<file path="src/rtl/rri_pkg.sv">
package rri_pkg;
  typedef enum logic [1:0] {
    EN_OFF = 2'b00,
    EN_EOF = 2'b01,
    EN_RUN = 2'b10,
    EN_RSV = 2'b11
  } en_mode_e;

  localparam logic [1:0] IRQ_TO_HOST = 2'b01;
endpackage

</file>
<file path="src/rtl/rri_fill_track.sv">
module rri_fill_track
  import rri_pkg::*;
#(
  parameter int IDX_W     = 12,
  parameter int LOG_W     = 4,
  parameter int MIN_LOG   = 5,
  parameter int ALIGN_LOG = 3
) (
  input  logic             clk,
  input  logic             rst_n,
  input  logic [LOG_W-1:0] ring_log,
  input  en_mode_e         mode,
  input  logic             host_we,
  input  logic [IDX_W-1:0] host_widx,
  input  logic             close_valid,
  input  logic             close_eof,
  output logic             close_ready,
  output logic             accept,
  output logic             gate_open,
  output logic [IDX_W-1:0] fill_idx,
  output logic [IDX_W-1:0] ring_mask
);
  localparam logic [IDX_W-1:0] ALIGN_MASK =
    ~((IDX_W'(1) << ALIGN_LOG) - IDX_W'(1));

  logic [IDX_W-1:0] wptr_q, fill_q, avail_end;
  logic             frame_open_q;
  int               eff_log;

  always_comb begin
    if (int'(ring_log) < MIN_LOG)    eff_log = MIN_LOG;
    else if (int'(ring_log) > IDX_W) eff_log = IDX_W;
    else                             eff_log = int'(ring_log);
  end

  for (genvar g = 0; g < IDX_W; g++) begin : g_mask
    assign ring_mask[g] = (g < eff_log);
  end

  assign fill_idx  = fill_q & ring_mask;
  assign avail_end = wptr_q & ALIGN_MASK & ring_mask;
  assign gate_open = (mode == EN_RUN) || ((mode == EN_EOF) && frame_open_q);
  assign close_ready = gate_open && (fill_idx != avail_end);
  assign accept      = close_valid && close_ready;

  always_ff @(posedge clk or negedge rst_n) begin
    if (!rst_n) begin
      wptr_q       <= '0;
      fill_q       <= '0;
      frame_open_q <= 1'b0;
    end else begin
      if (host_we) wptr_q <= host_widx;
      if (accept) begin
        fill_q       <= (fill_idx + IDX_W'(1)) & ring_mask;
        frame_open_q <= !close_eof;
      end
    end
  end
endmodule

</file>
<file path="src/rtl/rri_stat_port.sv">
module rri_stat_port #(
  parameter int IDX_W = 12
) (
  input  logic             clk,
  input  logic             rst_n,
  input  logic             accept,
  input  logic [IDX_W-1:0] closed_idx,
  input  logic             stat_ready,
  output logic             stat_valid,
  output logic [IDX_W-1:0] stat_index
);
  always_ff @(posedge clk or negedge rst_n) begin
    if (!rst_n) begin
      stat_valid <= 1'b0;
      stat_index <= '0;
    end else if (accept) begin
      stat_valid <= 1'b1;
      stat_index <= closed_idx;
    end else if (stat_ready) begin
      stat_valid <= 1'b0;
    end
  end
endmodule

</file>
<file path="src/rtl/rri_irq_timer.sv">
module rri_irq_timer #(
  parameter int TICK_DIV = 8000,
  parameter int TMO_W    = 8
) (
  input  logic             clk,
  input  logic             rst_n,
  input  logic             restart,
  input  logic [TMO_W-1:0] tmo,
  input  logic             to_host,
  output logic             irq
);
  localparam int PW = (TICK_DIV > 1) ? $clog2(TICK_DIV) : 1;
  localparam logic [PW-1:0] PRE_LAST = PW'(TICK_DIV - 1);

  logic [PW-1:0]    pre_q;
  logic [TMO_W-1:0] cnt_q, tmo_eff;
  logic             armed_q, tick;

  assign tick    = (pre_q == PRE_LAST);
  assign tmo_eff = (tmo == '0) ? TMO_W'(1) : tmo;

  always_ff @(posedge clk or negedge rst_n) begin
    if (!rst_n) begin
      pre_q   <= '0;
      cnt_q   <= '0;
      armed_q <= 1'b0;
      irq     <= 1'b0;
    end else begin
      irq <= 1'b0;
      if (restart) begin
        pre_q   <= '0;
        cnt_q   <= '0;
        armed_q <= 1'b1;
      end else begin
        pre_q <= tick ? '0 : pre_q + PW'(1);
        if (tick && armed_q) begin
          if (({1'b0, cnt_q} + 1'b1) >= {1'b0, tmo_eff}) begin
            armed_q <= 1'b0;
            irq     <= to_host;
          end else begin
            cnt_q <= cnt_q + TMO_W'(1);
          end
        end
      end
    end
  end
endmodule

</file>
<file path="src/rtl/rri_ring_ctrl.sv">
module rri_ring_ctrl
  import rri_pkg::*;
#(
  parameter int IDX_W    = 12,
  parameter int LOG_W    = 4,
  parameter int TMO_W    = 8,
  parameter int TICK_DIV = 8000
) (
  input  logic             clk,
  input  logic             rst_n,
  input  logic             cfg_we,
  input  logic [1:0]       cfg_en,
  input  logic [LOG_W-1:0] cfg_ring_log,
  input  logic [1:0]       cfg_irq_sel,
  input  logic [TMO_W-1:0] cfg_tmo,
  input  logic             host_we,
  input  logic [IDX_W-1:0] host_widx,
  input  logic             close_valid,
  input  logic             close_eof,
  output logic             close_ready,
  output logic             stat_valid,
  input  logic             stat_ready,
  output logic [IDX_W-1:0] stat_index,
  output logic             irq,
  output logic             idle
);
  localparam logic [LOG_W-1:0] RST_LOG = LOG_W'(8);
  localparam logic [TMO_W-1:0] RST_TMO = TMO_W'(16);

  en_mode_e         mode_q;
  logic [LOG_W-1:0] log_q;
  logic [1:0]       sel_q;
  logic [TMO_W-1:0] tmo_q;
  logic             accept, gate_open;
  logic [IDX_W-1:0] fill_idx, ring_mask;

  always_ff @(posedge clk or negedge rst_n) begin
    if (!rst_n) begin
      mode_q <= EN_OFF;
      log_q  <= RST_LOG;
      sel_q  <= 2'b00;
      tmo_q  <= RST_TMO;
    end else if (cfg_we) begin
      mode_q <= en_mode_e'(cfg_en);
      log_q  <= cfg_ring_log;
      sel_q  <= cfg_irq_sel;
      tmo_q  <= cfg_tmo;
    end
  end

  rri_fill_track #(.IDX_W(IDX_W), .LOG_W(LOG_W)) u_fill (
    .clk(clk), .rst_n(rst_n), .ring_log(log_q), .mode(mode_q),
    .host_we(host_we), .host_widx(host_widx),
    .close_valid(close_valid), .close_eof(close_eof),
    .close_ready(close_ready), .accept(accept), .gate_open(gate_open),
    .fill_idx(fill_idx), .ring_mask(ring_mask)
  );

  rri_stat_port #(.IDX_W(IDX_W)) u_stat (
    .clk(clk), .rst_n(rst_n), .accept(accept), .closed_idx(fill_idx),
    .stat_ready(stat_ready), .stat_valid(stat_valid), .stat_index(stat_index)
  );

  rri_irq_timer #(.TICK_DIV(TICK_DIV), .TMO_W(TMO_W)) u_tmr (
    .clk(clk), .rst_n(rst_n), .restart(accept), .tmo(tmo_q),
    .to_host(sel_q == IRQ_TO_HOST), .irq(irq)
  );

  assign idle = !gate_open && !stat_valid;
endmodule

</file>
<file path="config.mk">
export PLATFORM = sky130hd
export DESIGN_NAME = rri_ring_ctrl
export DESIGN_NICKNAME = d
export VERILOG_FILES = /design/src/rtl/rri_pkg.sv /design/src/rtl/rri_fill_track.sv /design/src/rtl/rri_stat_port.sv /design/src/rtl/rri_irq_timer.sv /design/src/rtl/rri_ring_ctrl.sv
export SDC_FILE = /design/constraint.sdc
export NUM_CORES = 1
export LEC_CHECK = 0
export ABC_AREA = 1
export BUFFER_PORTS_ARGS = -buffer_cell sky130_fd_sc_hd__buf_2
export CAP_MARGIN = 20
export CORE_ASPECT_RATIO = 0.6
export CORE_MARGIN = 1.5
export CORE_UTILIZATION = 35
export CTS_BUF_LIST = sky130_fd_sc_hd__clkbuf_16
export DETAILED_ROUTE_END_ITERATION = 10
export GPL_ROUTABILITY_DRIVEN = 1
export MAX_ROUTING_LAYER = met4
export PLACE_DENSITY = 0.58
export SLEW_MARGIN = 20
export SYNTH_ARGS = -nofsm -noshare
export SYNTH_HDL_FRONTEND = slang
export SYNTH_SLANG_ARGS = --single-unit
</file>
<file path="constraint.sdc">
create_clock -name clk -period 2.7 [get_ports clk]
set_input_delay 0.135 -clock clk [delete_from_list [all_inputs] [get_ports clk]]
set_output_delay 0.135 -clock clk [all_outputs]
set_load 0.1 [all_outputs]
</file>
==> impl_results.md <==
- Total core area: 11400 µm²
- Largest net degree at the start of global routing: 75
- First-pass GRT wire length: 15700 µm
- Clk root buf: clkbuf_16
- Worst EP arrival: 2.72 ns
- Antenna viol nets, final: 0
- Syn Inst Count: 514
- # DRC: 0
- Total Routed Length: 9270 µm
- Clk slew on worst S/H paths: 0.06 ns
- Ys Warns: 0
- Fraction of layout cells with a size suffix above 1: 22.2%
- CP top delay family: simple AND/OR/NAND/NOR gates
- Worst path max stage delay: 0.41 ns
- Class of the most critical setup path: reg -> reg
- Min-delay worst type: in -> async
- Nature of the critical path endpoint: flop
- VDD IR max: 0.000539 V
- Nets: 614
- H-Tree Depth: 3
- Antenna Cells: 0
- Max Root-Sink Buffers: 2
- Post-route worst setup slack: 0.190 ns
- Commonest non-fill, non-tap cells in the layout: nand2_1, inv_1, dfrtp_1, buf_2, nor2_1
- Max Clock Freq: 0.398 GHz
- Slew HR: 36.3%
- DPL Wire Length: 6850 µm
- # rows: 30
- GRT overflow: 0
- Minimum clock period: 2.51 ns
- Leak: 2.57 nW
- DIE WIDTH: 144 µm
- Most common cell after layout, fill and taps aside: nand2_1
- Vias: 3342
- TNS Setup: 0 ns
- Final Hold Viols: 0
- Most used cell, CP: inv_1
- Pre-antenna DRT Iters: 5
- Skew final: 0.00874 ns
- CTS Buf Count: 9
- Buffers and inverters on the worst path: 4
- Global Route Usage Sum: 16.7%
- Crit path launch type: flop
- CP required: 2.91 ns
- Critical Path Fanout Max: 5
- Count of cell types in the netlist: 36
- Status: finished clean
- Vias/cell: 4.57
- Vias in the first global route: 3140
- Unrepaired setup endpoints after global routing: false
- Clk Latency, worst-skew pair: 0.33 ns
- Sequential cell area fraction in the yosys report: 44.5%
- Tot Pwr: 3.52 mW
- Port buffer count: 47
- PD cells: 712 nW/µm²
- Tightest Pin Transition: 0.956 ns
- Slew Limit Fails: 0
- Die Span Y: 87.5 µm
- Mapped Area: 4160 µm²
- Final critical-path share of the clock period: 93.0%
- Area growth syn-to-layout: 18.8%
- Crit-path slowest cell: dfrtp_1
- Antenna violations before repair: 0
- Cells along the critical path: ha_2 -> nand2_1 -> nor2_4 -> nand3_2 -> xor2_1 -> inv_1 -> ha_4 -> nand2_2 -> inv_1 -> nand3_1 -> inv_1 -> nand3_1 -> nand3_1 -> inv_1 -> o21ai_0 -> nand2_1
- Starting Density: 36.4%
- Maxcap violations: 0
- Routed WL per cell: 12.7 µm
- CTS tree: built
- Die area: 12600 µm²
- Syn Area/Cell: 8.10 µm²
- Clock Sinks: 74
- Top-Level Pins: 51
- Placement Setup Slack: 0.115 ns
- GPL Wtd Cong: 0.845
- Seq cells post-synth: 74
- # setup viols final: 0
- Synthesized Nets: 561
- Initial DRC Count: 208
==> synth_stat cells, drive strengths merged <==
library cell	count	area, µm²
a21o	1	7.51
a21oi	4	20.0
buf	6	61.3
clkbuf	8	50.1
clkinv	1	5.00
dfrtp	72	1800
dfstp	2	52.6
ha	12	150
inv	79	297
mux2	9	101
nand2	134	515
nand3	35	198
nand3b	2	15.0
nand4	18	125
nor2	51	214
nor3	7	40.0
nor3b	2	20.0
o211ai	2	15.0
o21ai	47	292
o41ai	1	8.76
or2	4	25.0
xnor2	4	35.0
xor2	13	114
==> flip-flops by register name (all words and copies together), names as in the netlist, 2 cells and up <==
name	cells
u_tmr.pre_q	13
u_stat.stat_index	12
mode_q	2
log_q	4
u_fill.fill_q	12
u_fill.wptr_q	9
u_tmr.cnt_q	8
tmo_q	8
sel_q	2
==> path summary, 6_finish.rpt <==
path | end | cells past startpoint | startpoint | slack (ns)
hold / removal | tmo_q[5] | 2 | rst_n | 0.003
setup reg to reg | u_tmr.armed_q | 16 | u_tmr.cnt_q[0] | 0.19
setup / recovery | u_tmr.armed_q | 16 | u_tmr.cnt_q[0] | 0.19
min in group clk | tmo_q[0] | 3 | cfg_tmo[0] | 0.01
max in group asynchronous | log_q[1] | 2 | rst_n | 2.03
hold reg to reg | u_stat.stat_index[7] | 2 | u_stat.stat_index[7] | 0.48
==> cell families (layout without fill, tap and decap cells) <==
kind of cell	after synthesis	in the layout	synth area share (%)
DFF	74	74	44.5
AOI/OAI and AO/OA	55	55	8.24
buffers and inverters	94	151	9.92
adders and majority gates	12	12	3.61
muxes	9	9	2.43
and+or+nand+nor	253	253	27.7
xor gates and xnor gates	17	17	3.58
==> final cells by class <==
class,count,area [µm²]
clock buffer,9,225
multi-input combinational,346,1960
tap,160,200
sequential,74,1850
inverter,80,303
timing repair buffer,56,323
fill,1153,6500
clock inverter,6,82.6
==> where the power goes <==
group | internal, mW | switching [mW]
registers | 1.25 | 0.119
logic | 0.242 | 0.646
clock network | 0.799 | 0.460
==> metal layers <==
metal | GRT usage (%) | share of wire, % | up-vias
li1 | - | - | 1738
met4 | 5.10 | 0.61 | 0
met1 | 25.4 | 56 | 1506
met5 | - | 0 | -
met2 | 21.3 | 38 | 92
met3 | 3.79 | 5.3 | 6
==> through the flow <==
| step | hold WS, ns | area, µm² | instances | utilization (%) |
|---|---|---|---|---|
| after floorplan | -0.161 | 4160 | 514 | - |
| after global placement | 0.320 | 4530 | 711 | 39.6 |
| after detailed placement | 0.328 | 4530 | 711 | 39.6 |
| after CTS | 0.00127 | 4870 | 729 | 42.5 |
| after global routing | 0.00947 | 4940 | 731 | 43.2 |
| final | 0.00300 | 4940 | 731 | 43.2 |
==> repair_timing <==
action / in CTS / in global routing
hold buffers: 3 / 0
hold endpoints to repair: 3 / 0
setup buffers: 0 / 2
gates resized for setup: 0 / 11
setup endpoints to repair: 0 / 9
Note: power is estimated with default switching activity, not from simulation.
